**config.mk**
```make
export PLATFORM = sky130hd
export DESIGN_NAME = uart_regfile_ctrl
export DESIGN_NICKNAME = d
export VERILOG_FILES = /design/src/rtl/uart_rc_pkg.sv /design/src/rtl/uart_rc_cmd.sv /design/src/rtl/uart_rc_rxq.sv /design/src/rtl/uart_rc_txhold.sv /design/src/rtl/uart_regfile_ctrl.sv
export SDC_FILE = /design/constraint.sdc
export NUM_CORES = 1
export LEC_CHECK = 0
export BUFFER_PORTS_ARGS = -buffer_cell sky130_fd_sc_hd__buf_4
export CORE_MARGIN = 2
export CORE_UTILIZATION = 52
export CTS_BUF_LIST = sky130_fd_sc_hd__clkbuf_16
export CTS_CLUSTER_SIZE = 25
export DETAILED_ROUTE_END_ITERATION = 8
export PLACE_DENSITY = 0.8
export SLEW_MARGIN = 20
export SYNTH_ARGS = -nofsm -noshare
export SYNTH_HDL_FRONTEND = slang
export SYNTH_SLANG_ARGS = --single-unit
```
**constraint.sdc**
```tcl
create_clock -name clk -period 3.3 [get_ports clk]
set_clock_uncertainty 0.15 [all_clocks]
set_input_delay 0.33 -clock clk [delete_from_list [all_inputs] [get_ports clk]]
set_output_delay 0.33 -clock clk [all_outputs]
set_load 0.02 [all_outputs]
```
**src/rtl/uart_rc_pkg.sv**
```systemverilog
package uart_rc_pkg;

  localparam int BYTE_W = 8;

  localparam logic [5:0] OFS_MODE = 6'h00;
  localparam logic [5:0] OFS_STAT = 6'h04;
  localparam logic [5:0] OFS_CMD  = 6'h08;
  localparam logic [5:0] OFS_DATA = 6'h0C;
  localparam logic [5:0] OFS_PORT = 6'h10;
  localparam logic [5:0] OFS_INT  = 6'h14;
  localparam logic [5:0] OFS_DIVH = 6'h18;
  localparam logic [5:0] OFS_DIVL = 6'h1C;

  typedef enum logic [2:0] {
    HK_NOP     = 3'd0,
    HK_PTR_RST = 3'd1,
    HK_RX_RST  = 3'd2,
    HK_TX_RST  = 3'd3,
    HK_ERR_RST = 3'd4,
    HK_BRK_CLR = 3'd5,
    HK_BRK_ON  = 3'd6,
    HK_BRK_OFF = 3'd7
  } hk_op_e;

  typedef enum logic [1:0] {
    DIR_KEEP = 2'd0,
    DIR_ON   = 2'd1,
    DIR_OFF  = 2'd2,
    DIR_RSVD = 2'd3
  } dir_op_e;

  typedef struct packed {
    logic ptr_rst;
    logic brk_clr;
    logic tx_enable;
    logic tx_disable;
    logic tx_flush;
    logic rx_enable;
    logic rx_disable;
    logic rx_flush;
  } cmd_act_t;

endpackage

```
**src/rtl/uart_rc_cmd.sv**
```systemverilog
module uart_rc_cmd
  import uart_rc_pkg::*;
(
  input  logic        fire,
  input  logic [7:0]  cmd,
  output cmd_act_t    act
);

  hk_op_e  hk;
  dir_op_e tx_f;
  dir_op_e rx_f;
  logic    unused_cmd_msb;

  assign hk   = hk_op_e'(cmd[6:4]);
  assign tx_f = dir_op_e'(cmd[3:2]);
  assign rx_f = dir_op_e'(cmd[1:0]);
  assign unused_cmd_msb = cmd[7];

  // Fields resolve in order: housekeeping, then transmitter, then receiver.
  // A later enable overrides a disable implied by an earlier reset.
  always_comb begin
    act = '0;
    if (fire) begin
      act.ptr_rst  = (hk == HK_PTR_RST);
      act.brk_clr  = (hk == HK_BRK_CLR);
      act.rx_flush = (hk == HK_RX_RST);
      act.tx_flush = (hk == HK_TX_RST);

      act.tx_enable  = (tx_f == DIR_ON);
      act.tx_disable = !act.tx_enable && ((hk == HK_TX_RST) || (tx_f == DIR_OFF));

      act.rx_enable  = (rx_f == DIR_ON);
      act.rx_disable = !act.rx_enable && ((hk == HK_RX_RST) || (rx_f == DIR_OFF));
    end
  end

endmodule

```
**src/rtl/uart_rc_rxq.sv**
```systemverilog
module uart_rc_rxq #(
  parameter int DEPTH = 4,
  parameter int W     = 8,
  localparam int CW   = $clog2(DEPTH + 1)
) (
  input  logic          clk,
  input  logic          rst_n,
  input  logic          flush,
  input  logic          push,
  input  logic [W-1:0]  push_data,
  input  logic          pop,
  output logic [W-1:0]  head,
  output logic          nonempty,
  output logic          full
);

  localparam logic [CW-1:0] DEPTH_C = CW'(DEPTH);

  logic [W-1:0]  mem   [DEPTH];
  logic [W-1:0]  mem_n [DEPTH];
  logic [CW-1:0] count, cnt_base, cnt_pop, cnt_n, wr_idx;
  logic          pop_eff;

  assign nonempty = (count != '0);
  assign full     = (count == DEPTH_C);
  assign head     = mem[0];

  always_comb begin
    cnt_base = flush ? '0 : count;
    pop_eff  = pop && (cnt_base != '0);
    cnt_pop  = cnt_base - CW'(pop_eff);
    // A push into a full queue replaces the newest entry.
    wr_idx   = (cnt_pop == DEPTH_C) ? DEPTH_C - 1'b1 : cnt_pop;
    cnt_n    = (push && cnt_pop != DEPTH_C) ? cnt_pop + 1'b1 : cnt_pop;
    for (int i = 0; i < DEPTH; i++) begin
      if (pop_eff && i < DEPTH - 1) mem_n[i] = mem[i + 1];
      else                          mem_n[i] = mem[i];
      if (push && wr_idx == CW'(i)) mem_n[i] = push_data;
    end
  end

  always_ff @(posedge clk or negedge rst_n) begin
    if (!rst_n) begin
      count <= '0;
      for (int i = 0; i < DEPTH; i++) mem[i] <= '0;
    end else begin
      count <= cnt_n;
      for (int i = 0; i < DEPTH; i++) mem[i] <= mem_n[i];
    end
  end

  assert_no_overflow_R8: assert property (@(posedge clk) disable iff (!rst_n)
    count <= DEPTH_C);

  assert_pop_drains_R8: assert property (@(posedge clk) disable iff (!rst_n)
    (pop && !push && !flush && nonempty) |=> (count == $past(count) - 1'b1));

  assert_full_holds_R9: assert property (@(posedge clk) disable iff (!rst_n)
    (full && !pop && !flush) |=> full);

  assert_flush_empties_R5: assert property (@(posedge clk) disable iff (!rst_n)
    (flush && !push) |=> !nonempty);

endmodule

```
**src/rtl/uart_rc_txhold.sv**
```systemverilog
module uart_rc_txhold #(
  parameter int W = 8
) (
  input  logic          clk,
  input  logic          rst_n,
  input  logic          load,
  input  logic [W-1:0]  load_data,
  input  logic          en_set,
  input  logic          en_clr,
  input  logic          flush,
  output logic          tx_valid,
  input  logic          tx_ready,
  output logic [W-1:0]  tx_data,
  output logic          enabled,
  output logic          empty
);

  logic [W-1:0] hold;
  logic         handshake;

  assign tx_valid  = enabled && !empty;
  assign tx_data   = hold;
  assign handshake = tx_valid && tx_ready;

  always_ff @(posedge clk or negedge rst_n) begin
    if (!rst_n) begin
      hold    <= '0;
      enabled <= 1'b0;
      empty   <= 1'b1;
    end else begin
      if (en_set)      enabled <= 1'b1;
      else if (en_clr) enabled <= 1'b0;

      if (load) begin
        hold  <= load_data;
        empty <= 1'b0;
      end else if (flush || handshake) begin
        empty <= 1'b1;
      end
    end
  end

  assert_hold_stable_R7: assert property (@(posedge clk) disable iff (!rst_n)
    (tx_valid && !tx_ready && !load && !en_clr && !flush) |=> (tx_valid && $stable(tx_data)));

  assert_consume_once_R7: assert property (@(posedge clk) disable iff (!rst_n)
    (handshake && !load) |=> !tx_valid);

  assert_flush_drops_R6: assert property (@(posedge clk) disable iff (!rst_n)
    (flush && !load) |=> empty);

endmodule

```
**src/rtl/uart_regfile_ctrl.sv**
```systemverilog
module uart_regfile_ctrl
  import uart_rc_pkg::*;
#(
  parameter int         FIFO_DEPTH = 4,
  parameter logic [7:0] DIV_UPPER  = 8'h12,
  parameter logic [7:0] DIV_LOWER  = 8'h34
) (
  input  logic        clk,
  input  logic        rst_n,
  input  logic        bus_sel,
  input  logic        bus_wr,
  input  logic [5:0]  bus_addr,
  input  logic [7:0]  bus_wdata,
  output logic [7:0]  bus_rdata,
  output logic        tx_valid,
  input  logic        tx_ready,
  output logic [7:0]  tx_data,
  input  logic        rx_valid,
  output logic        rx_ready,
  input  logic [7:0]  rx_data,
  input  logic        rx_break,
  output logic        irq
);

  localparam int RXINT_SEL_BIT = 6;

  logic        wr_en, rd_en;
  logic [7:0]  mode_a, mode_b, int_mask;
  logic        mode_ptr, brk_seen, rx_en;
  cmd_act_t    act;
  logic        q_nonempty, q_full, q_push, q_pop;
  logic [7:0]  q_head, q_wdata;
  logic        tx_en, tx_empty;
  logic [7:0]  status, int_stat;

  assign wr_en = bus_sel && bus_wr;
  assign rd_en = bus_sel && !bus_wr;

  uart_rc_cmd u_cmd (
    .fire (wr_en && bus_addr == OFS_CMD),
    .cmd  (bus_wdata),
    .act  (act)
  );

  assign rx_ready = rx_en && !q_full && !rx_break;
  assign q_push   = (rx_valid && rx_ready) || rx_break;
  assign q_wdata  = rx_break ? '0 : rx_data;
  assign q_pop    = rd_en && bus_addr == OFS_DATA && q_nonempty;

  uart_rc_rxq #(.DEPTH(FIFO_DEPTH), .W(BYTE_W)) u_rxq (
    .clk       (clk),
    .rst_n     (rst_n),
    .flush     (act.rx_flush),
    .push      (q_push),
    .push_data (q_wdata),
    .pop       (q_pop),
    .head      (q_head),
    .nonempty  (q_nonempty),
    .full      (q_full)
  );

  uart_rc_txhold #(.W(BYTE_W)) u_tx (
    .clk       (clk),
    .rst_n     (rst_n),
    .load      (wr_en && bus_addr == OFS_DATA),
    .load_data (bus_wdata),
    .en_set    (act.tx_enable),
    .en_clr    (act.tx_disable),
    .flush     (act.tx_flush),
    .tx_valid  (tx_valid),
    .tx_ready  (tx_ready),
    .tx_data   (tx_data),
    .enabled   (tx_en),
    .empty     (tx_empty)
  );

  always_ff @(posedge clk or negedge rst_n) begin
    if (!rst_n) begin
      mode_a   <= '0;
      mode_b   <= '0;
      mode_ptr <= 1'b0;
      int_mask <= '0;
      brk_seen <= 1'b0;
      rx_en    <= 1'b0;
    end else begin
      if (wr_en && bus_addr == OFS_MODE) begin
        if (mode_ptr) mode_b <= bus_wdata;
        else          mode_a <= bus_wdata;
        mode_ptr <= 1'b1;
      end else if (act.ptr_rst) begin
        mode_ptr <= 1'b0;
      end

      if (wr_en && bus_addr == OFS_INT) int_mask <= bus_wdata;

      if (rx_break)         brk_seen <= 1'b1;
      else if (act.brk_clr) brk_seen <= 1'b0;

      if (act.rx_enable)       rx_en <= 1'b1;
      else if (act.rx_disable) rx_en <= 1'b0;
    end
  end

  assign status   = {4'b0000, tx_empty, tx_en, q_full, q_nonempty};
  assign int_stat = {5'b00000, brk_seen,
                     mode_a[RXINT_SEL_BIT] ? q_full : q_nonempty,
                     tx_en};
  assign irq      = |(int_stat & int_mask);

  always_comb begin
    bus_rdata = '0;
    if (rd_en) begin
      unique case (bus_addr)
        OFS_MODE: bus_rdata = mode_ptr ? mode_b : mode_a;
        OFS_STAT: bus_rdata = status;
        OFS_DATA: bus_rdata = q_nonempty ? q_head : '0;
        OFS_INT:  bus_rdata = int_stat;
        OFS_DIVH: bus_rdata = DIV_UPPER;
        OFS_DIVL: bus_rdata = DIV_LOWER;
        default:  bus_rdata = '0;
      endcase
    end
  end

  assert_ptr_advance_R2: assert property (@(posedge clk) disable iff (!rst_n)
    (wr_en && bus_addr == OFS_MODE) |=> mode_ptr);

  assert_break_flag_R9: assert property (@(posedge clk) disable iff (!rst_n)
    rx_break |=> (int_stat[2] && q_nonempty));

  assert_mask_zero_R11: assert property (@(posedge clk) disable iff (!rst_n)
    (wr_en && bus_addr == OFS_INT && bus_wdata == 8'h00) |=> !irq);

  assert_rx_gate_R8: assert property (@(posedge clk) disable iff (!rst_n)
    (q_full && !q_pop && !act.rx_flush) |=> !rx_ready);

  assert_stat_hi_zero_R3: assert property (@(posedge clk) disable iff (!rst_n)
    rd_en && bus_addr == OFS_STAT |-> bus_rdata[7:4] == 4'b0000);

endmodule

```
=== Word-level counts from Yosys, hierarchy flattened ===
Index checks and enable logic that the tools add are counted.
Widths: inputs -> output; s select.

* Flip-flop bits (word level): 72
* Output and inout bits: 19
* Logic and storage cells: 110

* Add/subtract/negate cells: 2
* Equal/unequal tests: 20
* Mux-type cells: 26
* Bitwise logic cells: 2
* Reductions and logical operators: 46

{| class="wikitable"
|+ Operator list
! kind !! number
|-
| $mux 8 || 11
|-
| $pmux 8 s6 || 1
|-
| $logic_and 1x1->1 || 21
|-
| $eq 6x5->1 const B || 3
|-
| $reduce_bool 2->1 || 8
|-
| $eq 3x2->1 const B || 4
|-
| $eq 6x4->1 const B || 2
|-
| $mux 1 || 11
|-
| $eq 3x3->1 const B || 3
|-
| $mux 3 || 3
|-
| $and 3x8->8 || 1
|-
| $reduce_or 8->1 || 1
|-
| $eq 3x1->1 const B || 2
|-
| $eq 6x3->1 const B || 1
|-
| $logic_not 1->1 || 6
|-
| $logic_not 6->1 || 1
|-
| $reduce_bool 3->1 || 2
|-
| $eq 2x1->1 const B || 2
|-
| $eq 2x2->1 const B || 2
|-
| $logic_or 1x1->1 || 4
|-
| $reduce_and 2->1 || 2
|-
| $add 3x1->3 const B || 1
|-
| $logic_not 3->1 || 1
|-
| $ne 3x3->1 const B || 1
|-
| 2 further kinds || 2
|}

=== Depth between registers and ports, before layout ===
Gate-level depths: netlist (run 1).

* Depth after elaboration: 13
* Gate-level depth with buffers: 14
* Gate-level depth less buffers: 11

=== By module ===
From an unflattened synthesis (run 1), not the netlist that was laid out.

* Cell total of the unflattened synthesis: 306
* Area total of the unflattened synthesis: 3,900.0 µm²

{| class="wikitable"
|+ By module, submodules not included
! module !! times used !! cells each !! area each (µm²) !! seq. area each (µm²)
|-
| uart_rc_rxq || 1 || 133 || 1,980.6 || 875.8
|-
| uart_regfile_ctrl || 1 || 133 || 1,395.1 || 550.5
|-
| uart_rc_txhold || 1 || 24 || 411.6 || 251.5
|-
| uart_rc_cmd || 1 || 16 || 112.6 || 0.0
|}

=== Least setup slack after synthesis (run 1) ===
OpenSTA, ideal clock, no wires.

* Path type: flip-flop to flip-flop
* From: register u_rxq.count[0]
* To: register u_rxq.mem[10] (netlist bit)
* Arrival time: 3.275 ns
* Required time: 3.014 ns
* Slack: -0.262 ns
* Stages on the path, launching flop included: 14
* Path buffers: 2
* Period minus slack after synthesis: 3.562 ns
* Path through: dfrtp_1 > or3_1 > and4_1 > clkbuf_1 > nand2_1 > buf_2 > inv_1 > ha_1 > ha_1 > ha_1 > inv_1 > a221oi_1 > nand2_1 > mux2i_1

* Cells in the longest elaborated chain, start to end: 9

{| class="wikitable"
|+ RTL lines
! element !! RTL line !! source
|-
| from (decl) || uart_rc_rxq.sv:21 || <nowiki>logic [CW-1:0] count, cnt_base, cnt_pop, cnt_n, wr_idx;</nowiki>
|-
| from (signal assigned) || uart_rc_rxq.sv:47 || <nowiki>count <= cnt_n;</nowiki>
|-
| $mux 3 or $reduce_bool 3->1 (tied branches) || uart_rc_rxq.sv:29, uart_rc_rxq.sv:24 ||
|-
| $reduce_bool 3->1 or $logic_and 1x1->1 (tied branches) || uart_rc_rxq.sv:30, uart_regfile_ctrl.sv:48 ||
|-
| $logic_and 1x1->1 || uart_rc_rxq.sv:30 || <nowiki>pop_eff = pop && (cnt_base != '0);</nowiki>
|-
| $sub 3x1->3 || uart_rc_rxq.sv:31 || <nowiki>cnt_pop = cnt_base - CW'(pop_eff);</nowiki>
|-
| $eq 3x3->1 || uart_rc_rxq.sv:33 || <nowiki>wr_idx = (cnt_pop == DEPTH_C) ? DEPTH_C - 1'b1 : cnt_pop;</nowiki>
|-
| $mux 3 || uart_rc_rxq.sv:33 ||
|-
| $eq 3x2->1 || uart_rc_rxq.sv:38 || <nowiki>if (push && wr_idx == CW'(i)) mem_n[i] = push_data;</nowiki>
|-
| $logic_and 1x1->1 || uart_rc_rxq.sv:38 ||
|-
| $mux 8 or $reduce_bool 2->1 (tied branches) || n/a ||
|-
| to (decl) || uart_rc_rxq.sv:19 || <nowiki>logic [W-1:0] mem [DEPTH];</nowiki>
|}

Several ways; a longest one is shown, not always the timed one.
A chain may end at the register's enable or synchronous reset.

=== Worst setup path in the final report (run 1) ===
* From: register u_rxq.count[2]
* To: register u_rxq.mem, in the netlist u_rxq.head[2]

* Cells in the longest elaborated chain, start to end: 9

{| class="wikitable"
|+ RTL lines
! element !! RTL line
|-
| $mux 3 or $reduce_bool 3->1 (tied branches) || uart_rc_rxq.sv:29, uart_rc_rxq.sv:24
|-
| $reduce_bool 3->1 or $logic_and 1x1->1 (tied branches) || uart_rc_rxq.sv:30, uart_regfile_ctrl.sv:48
|-
| $logic_and 1x1->1 || uart_rc_rxq.sv:30
|-
| $sub 3x1->3 || uart_rc_rxq.sv:31
|-
| $eq 3x3->1 || uart_rc_rxq.sv:33
|-
| $mux 3 || uart_rc_rxq.sv:33
|-
| $logic_not 3->1 || uart_rc_rxq.sv:38
|-
| $logic_and 1x1->1 || uart_rc_rxq.sv:38
|-
| $mux 8 or $reduce_bool 2->1 (tied branches) || n/a
|}

Several ways; a longest one is shown, not always the timed one.

==> qor.yml, run 1 <==
flow.area_growth_from_synthesis_pct: 22.0
status: "complete, no violations"
cts.sinks: 67
routed_via_density: 5.76
route.detailed.drc: 0
multi_input_area_um2: 1740
criticalPathCategory: "flop to flop"
post-dp-hpwl_um: 5550
share_of_the_clock_period_used_by_the_worst_path_after_layout: 0.951
core_area_um2: 6420
timing.hold.worst.start: "bus_wdata[7]"
max_freq_ghz: 0.318
holdWs_ns: 0.0661
number_of_standard_cells_in_the_final_layout_excluding_fillers: 445
routed_wirelength_um: 7700
cts_tree: "done"
drv_slew: 0
grt_first_pass_wirelength_um: 12800
number_of_violations_reported_at_the_end_of_detailed_routing_iteration_0: 145
globalRoute.totalOverflow: 0
post-place-cells: 428
synthesis.nets: 345
max-slew-margin-rel: 0.440
worst_r2r_startpoint: "u_rxq.count[2]$_DFF_PN0_"
diodes: 0
ctsRootBufferMaster: "sky130_fd_sc_hd__clkbuf_16"
p_total_uw: 2950
final_antenna_net_count: 0
reg2regPathDepth: 9
max-clock-path-buffers: 2
number_of_enable_type_register_cells_in_the_synthesized_netlist: 0
cp_data_arrival_time_ns: 3.18
initial_core_util: 0.546
io-pin-count: 48
critPathSlowestCell: "sky130_fd_sc_hd__or4_1"
core.rowCount: 29
cp_max_fo: 8
postSynth.asyncResetShare: 1.00
clk-insertion-delay-late_ns: 0.33
ys.warnings.count: 0
die_width_um: 86.1
hold_path_end: "u_tx.tx_data[7]$_DFFE_PN0P_"
proportion_of_layout_cells_with_a_drive_suffix_above_1: 0.266
first_pass_iters: 4
antenna_found_initial: 0
ff_latch_area_um2: 1680
timing.final.setup_violations: 0
grt_start_max_net_pins: 68
grt_setup_unrepaired: "yes"
max_stage_delay_ns: 0.74
capturing_point_of_the_worst_reg2reg_path: "u_rxq.head[2]$_DFFE_PN0P_"
power.static_leakage_uw: 0.00234
postSynthAreaPerCell_um2: 11.3
dr_total_vias: 2563
synth.cell_area_um2: 3500
power.ir.vdd_worst_uv: 498
part_of_the_yosys_area_used_for_sequential_elements: 0.479
final_period_minus_worst_setup_slack_ns: 3.14
worstPathRequired_ns: 3.34
groute.usage.overall: 0.222
port_buffers: 47
most_used_flip_flop_cell_after_synthesis: "sky130_fd_sc_hd__dfrtp_1"
finalWeightedCongestion: 0.832
hold_viol: 0
post_synth_num_cell_types: 45
crit_path_start_kind: "flop"
clk_pin_slew_worst_paths_ns: 0.05
chipHeight_um: 86.1
vias_in_the_first_global_route: 2665
worst_slew_pin_slew_ns: 0.840
cts-buffers-inserted: 9
power_density_of_the_placed_cells_nw_per_um2: 690
critPathCaptureType: "flop"
cts_htree_levels: 3
worst_hold_path_type: "input pin to flop"
nFillCells: 533
final_net_count: 398
floorplan.die_area_um2: 7410
cts-resized-gates: 0
syn-instance-count: 310
synth_seq_cells: 67
series_of_cell_instances_along_the_critical_path: "or3_1 > and4_1 > nand2_2 > inv_1 > ha_1 > ha_1 > inv_1 > or4_1 > mux2i_1"
hold_depth: 3
drv.max_cap_violation_count: 0
drt-wirelength-per-cell_um: 17.3
reg2reg_slack_ns: 0.16
==> stage by stage <==
step / utilization / worst slack [ns] / cell area (um2) / TNS [ns]
floorplan: - / 0.0173 / 3520 / 0
global placement: 0.615 / 0.137 / 3950 / 0
detailed placement: 0.615 / 0.0596 / 3950 / 0
CTS: 0.666 / 0.152 / 4280 / 0
global route: 0.666 / -0.0309 / 4280 / -0.186
finish: 0.666 / 0.160 / 4280 / 0
==> how the worst max path moves through the flow <==
| stage | slack (ns) | start | to |
|---|---|---|---|
| floorplan | 0.02 | u_rxq.count[0]$_DFF_PN0_ | u_rxq.mem[10]$_DFFE_PN0P_ |
| global placement | 0.14 | bus_addr[2] | u_rxq.head[7]$_DFFE_PN0P_ |
| detailed placement | 0.06 | bus_addr[2] | u_rxq.mem[2]$_DFFE_PN0P_ |
| CTS | 0.15 | u_rxq.count[2]$_DFF_PN0_ | u_rxq.head[2]$_DFFE_PN0P_ |
| global route | -0.03 | u_rxq.count[0]$_DFF_PN0_ | u_rxq.mem[9]$_DFFE_PN0P_ |
| finish | 0.16 | u_rxq.count[2]$_DFF_PN0_ | u_rxq.head[2]$_DFFE_PN0P_ |
==> flip-flops by register name (all words and copies together), names as in the netlist <==
| name | cells |
|---|---|
| u_tx.tx_data | 8 |
| int_mask | 3 |
| mode_b | 8 |
| mode_a | 8 |
| u_tx.empty | 1 |
| u_rxq.mem | 24 |
| u_tx.enabled | 1 |
| rx_en | 1 |
| brk_seen | 1 |
| u_rxq.count | 3 |
| mode_ptr | 1 |
| u_rxq.head | 8 |
==> report_power, final <==
| part | switching (uW) | internal [uW] |
|---|---|---|
| Clock | 362 | 658 |
| Sequential | 137 | 1030 |
| Combinational | 386 | 376 |
| Total | 885 | 2060 |
==> synthesized netlist by cell type, types with 2 or more instances <==
cell type / instances / share of area
sky130_fd_sc_hd__a21oi_1: 4 / 0.0057
sky130_fd_sc_hd__a221oi_1: 2 / 0.0050
sky130_fd_sc_hd__a22o_1: 2 / 0.0050
sky130_fd_sc_hd__a22oi_1: 4 / 0.0086
sky130_fd_sc_hd__a31oi_1: 2 / 0.0036
sky130_fd_sc_hd__and3b_1: 2 / 0.0050
sky130_fd_sc_hd__clkbuf_1: 7 / 0.0075
sky130_fd_sc_hd__dfrtp_1: 66 / 0.47
sky130_fd_sc_hd__ha_1: 6 / 0.021
sky130_fd_sc_hd__inv_1: 15 / 0.016
sky130_fd_sc_hd__mux2_2: 23 / 0.074
sky130_fd_sc_hd__mux2i_1: 64 / 0.18
sky130_fd_sc_hd__nand2_1: 35 / 0.037
sky130_fd_sc_hd__nand2b_1: 10 / 0.018
sky130_fd_sc_hd__nand3_1: 3 / 0.0043
sky130_fd_sc_hd__nor2_1: 14 / 0.015
sky130_fd_sc_hd__nor2b_1: 4 / 0.0071
sky130_fd_sc_hd__nor3_1: 4 / 0.0057
sky130_fd_sc_hd__nor3b_1: 2 / 0.0043
sky130_fd_sc_hd__o21ai_0: 10 / 0.014
sky130_fd_sc_hd__o2bb2ai_1: 2 / 0.0050
sky130_fd_sc_hd__or3_1: 4 / 0.0071
sky130_fd_sc_hd__or3b_2: 2 / 0.0050
sky130_fd_sc_hd__xnor2_1: 2 / 0.0050
==> timing repair <==
item	4_1_cts	5_1_grt
setup endpoints to repair	0	13
hold buffers	1	0
buffers inserted	0	0
endpoints found under the hold margin	37	0
==> cells in the final DEF, fill, tap and decap left out, types with 6 or more instances in the layout <==
master and n:
sky130_fd_sc_hd__dfrtp_1 66, sky130_fd_sc_hd__mux2i_1 64, sky130_fd_sc_hd__buf_4 50, sky130_fd_sc_hd__nand2_1 32, sky130_fd_sc_hd__mux2_2 23, sky130_fd_sc_hd__inv_1 15
sky130_fd_sc_hd__nor2_1 14, sky130_fd_sc_hd__o21ai_0 10, sky130_fd_sc_hd__nand2b_1 10, sky130_fd_sc_hd__clkbuf_16 9, sky130_fd_sc_hd__ha_1 6
==> critical path: cells and delay by family, from the launching register on <==
kind | cells | cell delay [ns]
mux | 1 | 0.20
fa+ha+maj | 2 | 0.51
simple gates | 4 | 1.54
buf+inv | 2 | 0.17
flops | 1 | 0.42
==> final cells by class <==
class | count | area share
sequential | 67 | 0.392
clock buffer | 9 | 0.0527
tap | 77 | 0.0225
inverter | 15 | 0.0132
multi-input combinational | 219 | 0.407
timing repair buffer | 51 | 0.0901
clock inverter | 7 | 0.0217
==> logic make-up after synthesis <==
| logic type | synth area share |
|---|---|
| buffers and inverters | 0.0282 |
| DFF | 0.479 |
| AOI/OAI and AO/OA | 0.0718 |
| and+or+nand+nor | 0.127 |
| adders and majority gates | 0.0214 |
| xor gates and xnor gates | 0.00964 |
| muxes | 0.263 |
==> per-layer routing <==
layer,wire [um],vias up,GRT usage
li1,-,1216,-
met1,3240,1260,0.271
met2,3860,70,0.381
met3,434,17,0.0626
met4,155,0,0.0736
met5,0,-,0
Note: power is estimated with default switching activity, not from simulation.
==> inputs of run 2 (changes only) <==
--- a/config.mk
+++ b/config.mk
@@ -12,6 +12,7 @@
 export CTS_CLUSTER_SIZE = 25
 export DETAILED_ROUTE_END_ITERATION = 8
 export PLACE_DENSITY = 0.8
+export SETUP_SLACK_MARGIN = 0.4
 export SLEW_MARGIN = 20
 export SYNTH_ARGS = -nofsm -noshare
 export SYNTH_HDL_FRONTEND = slang
==> run 2 against run 1 <==
  * Worst setup slack better by 0.38 ns
  * Die area unchanged
  * Sequential share of layout area fell by 0.91 points
  * Hold slack got worse by 0.012 ns
  * Register-to-register slack better by 0.38 ns
  * Via count about the same
==> qor.yml, run 2 (synthesized netlist as in run 1, its figures left out) <==
status: "complete, no violations"
nFillCells: 502  # -5.8%
startpoint: "u_rxq.count[2]$_DFF_PN0_"
vias_in_the_first_global_route: 2620  # -1.7%
finalWeightedCongestion: 0.941  # +13%
reg2regPathDepth: 11  # +2
drt-wirelength-per-cell_um: 17.9  # +3.3%
multi_input_area_um2: 1840  # +5.4%
worst_hold_path_type: "input pin to flop"
drv.max_cap_violation_count: 0  # unchanged
dr_total_vias: 2562  # -0.039%
final_period_minus_worst_setup_slack_ns: 2.76  # -0.376 ns
clk-insertion-delay-late_ns: 0.33  # about the same
worst_slew_pin_slew_ns: 0.830  # -0.0104 ns
max-slew-margin-rel: 0.447  # +0.00694
first_pass_iters: 4  # unchanged
power.static_leakage_uw: 0.00236  # +0.91%
share_of_the_clock_period_used_by_the_worst_path_after_layout: 0.838  # -0.114
clk_pin_slew_worst_paths_ns: 0.06  # about the same
cp_data_arrival_time_ns: 2.86  # -0.32 ns
final.setup.tns_ns: 0  # unchanged
core_area_um2: 6420  # unchanged
final_antenna_net_count: 0  # unchanged
final_core_util: 0.681  # +0.0158
power_density_of_the_placed_cells_nw_per_um2: 682  # -1.1%
worst_r2r_startpoint: "u_rxq.count[2]$_DFF_PN0_"
capturing_point_of_the_worst_reg2reg_path: "u_rxq.mem[21]$_DFFE_PN0P_"
routed_via_density: 5.73  # -0.49%
floorplan.die_area_um2: 7410  # unchanged
top_reg_by_flops: "u_rxq.mem"
criticalPathCategory: "flop to flop"
number_of_violations_reported_at_the_end_of_detailed_routing_iteration_0: 179  # +23%
port_buffers: 47  # unchanged
p_total_uw: 2990  # +1.2%
groute.usage.overall: 0.236  # +0.0137
drv_slew: 0  # unchanged
reg2reg_slack_ns: 0.54  # +0.38 ns
critPathCaptureType: "flop"
cts_tree: "done"
route.detailed.drc: 0  # unchanged
grt_start_max_net_pins: 68  # unchanged
worstPathRequired_ns: 3.40  # +0.06 ns
ff_latch_area_um2: 1680  # unchanged
io-pin-count: 48  # unchanged
max_freq_ghz: 0.362  # +14%
timing.final.setup_violations: 0  # unchanged
chipHeight_um: 86.1  # unchanged
initial_core_util: 0.546  # unchanged
cts_htree_levels: 3  # unchanged
globalRoute.totalOverflow: 0  # unchanged
hold_viol: 0  # unchanged
core.rowCount: 29  # unchanged
antenna_found_initial: 0  # unchanged
number_of_standard_cells_in_the_final_layout_excluding_fillers: 447  # +0.45%
ctsRootBufferMaster: "sky130_fd_sc_hd__clkbuf_16"
cts.sinks: 67  # unchanged
commonest_non_fill_non_tap_cell_in_the_layout: "sky130_fd_sc_hd__dfrtp_1"
setup.worst_path.end: "u_rxq.mem[21]$_DFFE_PN0P_"
grt_setup_unrepaired: "no"
mostFrequentLayoutCells: "66 x sky130_fd_sc_hd__dfrtp_1, 64 x sky130_fd_sc_hd__mux2i_1, 51 x sky130_fd_sc_hd__buf_4"
post-place-cells: 429  # +0.23%
post-dp-hpwl_um: 5760  # +3.8%
die_width_um: 86.1  # unchanged
flow.area_growth_from_synthesis_pct: 24.9
cp_max_fo: 8  # unchanged
crit_path_start_kind: "flop"
largest_register_ffs: 24  # unchanged
final_net_count: 400  # +0.50%
power.ir.vdd_worst_uv: 486  # -2.4%
routed_wirelength_um: 7980  # +3.7%
diodes: 0  # unchanged
max-clock-path-buffers: 2  # unchanged
cts-buffers-inserted: 9  # unchanged
proportion_of_layout_cells_with_a_drive_suffix_above_1: 0.297  # +0.0310
grt_first_pass_wirelength_um: 13200  # +3.6%
run 2: changes by cell type in the layout (fill, tap and decap cells not counted), sizes merged:
cell      previous run  this run
buf                 50        52
bufinv               2         1
clkinv               3         2
clkinvlp             2         3
inv                 15        16
run 2: how the worst min path moves through the flow:
stage / startpoint / end / slack (ns) / cells after the start
detailed placement: u_tx.tx_data[0]$_DFFE_PN0P_ / u_tx.tx_data[0]$_DFFE_PN0P_ / 0.31 / 2
global route: bus_wdata[7] / u_tx.tx_data[7]$_DFFE_PN0P_ / 0.08 / 3
CTS: bus_wdata[7] / u_tx.tx_data[7]$_DFFE_PN0P_ / 0.05 / 3
finish: bus_wdata[7] / u_tx.tx_data[7]$_DFFE_PN0P_ / 0.05 / 3
global placement: u_tx.tx_data[0]$_DFFE_PN0P_ / u_tx.tx_data[0]$_DFFE_PN0P_ / 0.31 / 2
floorplan: rst_n / brk_seen$_DFFE_PN0P_ / -0.12 / 0
run 2: what timing repair did:
item,4_1_cts,5_1_grt
endpoints found under the setup margin,32,26
hold buffers,1,0
setup buffers,1,0
pin swaps,0,3
hold endpoints to repair,66,0
gates resized for setup,5,2
run 2: report_power, final:
part	switching, uW	internal [uW]	total (uW)
registers	139	1030	1170
clock network	360	581	941
logic	430	444	874
total	930	2060	2990
run 2: worst max-delay path, stage by stage, from the launching register on:
cell and delay (ns):
sky130_fd_sc_hd__dfrtp_1 0.43, sky130_fd_sc_hd__or3_4 0.40, sky130_fd_sc_hd__and4_4 0.20, sky130_fd_sc_hd__nand2_8 0.07
sky130_fd_sc_hd__inv_4 0.04, sky130_fd_sc_hd__ha_4 0.15, sky130_fd_sc_hd__ha_4 0.29, sky130_fd_sc_hd__ha_4 0.16
sky130_fd_sc_hd__inv_2 0.05, sky130_fd_sc_hd__a221oi_4 0.36, sky130_fd_sc_hd__nand2_4 0.18, sky130_fd_sc_hd__mux2i_1 0.20
run 2: per-layer routing:
layer / routed length, um / part of all wire / GRT usage / vias to the layer above
li1: - / - / - / 1214
met3: 351 / 0.044 / 0.0597 / 13
met1: 3300 / 0.41 / 0.281 / 1274
met5: 0 / 0 / 0 / -
met2: 4210 / 0.53 / 0.417 / 61
met4: 120 / 0.015 / 0.0750 / 0
run 2: final cells by class:
type	count	area share
Tap cell	77	0.0220
Timing Repair Buffer	53	0.0943
Clock buffer	9	0.0515
Multi-Input combinational cell	219	0.419
Inverter	15	0.0134
Sequential cell	67	0.383
Clock inverter	7	0.0160
run 2: metrics by stage:
step	setup WS, ns	area [um2]	hold WS [ns]
floorplan	0.371	3600	-0.116
global placement	0.299	4020	0.310
detailed placement	0.264	4020	0.314
CTS	0.405	4370	0.0518
global route	0.403	4380	0.0833
finish	0.536	4380	0.0544
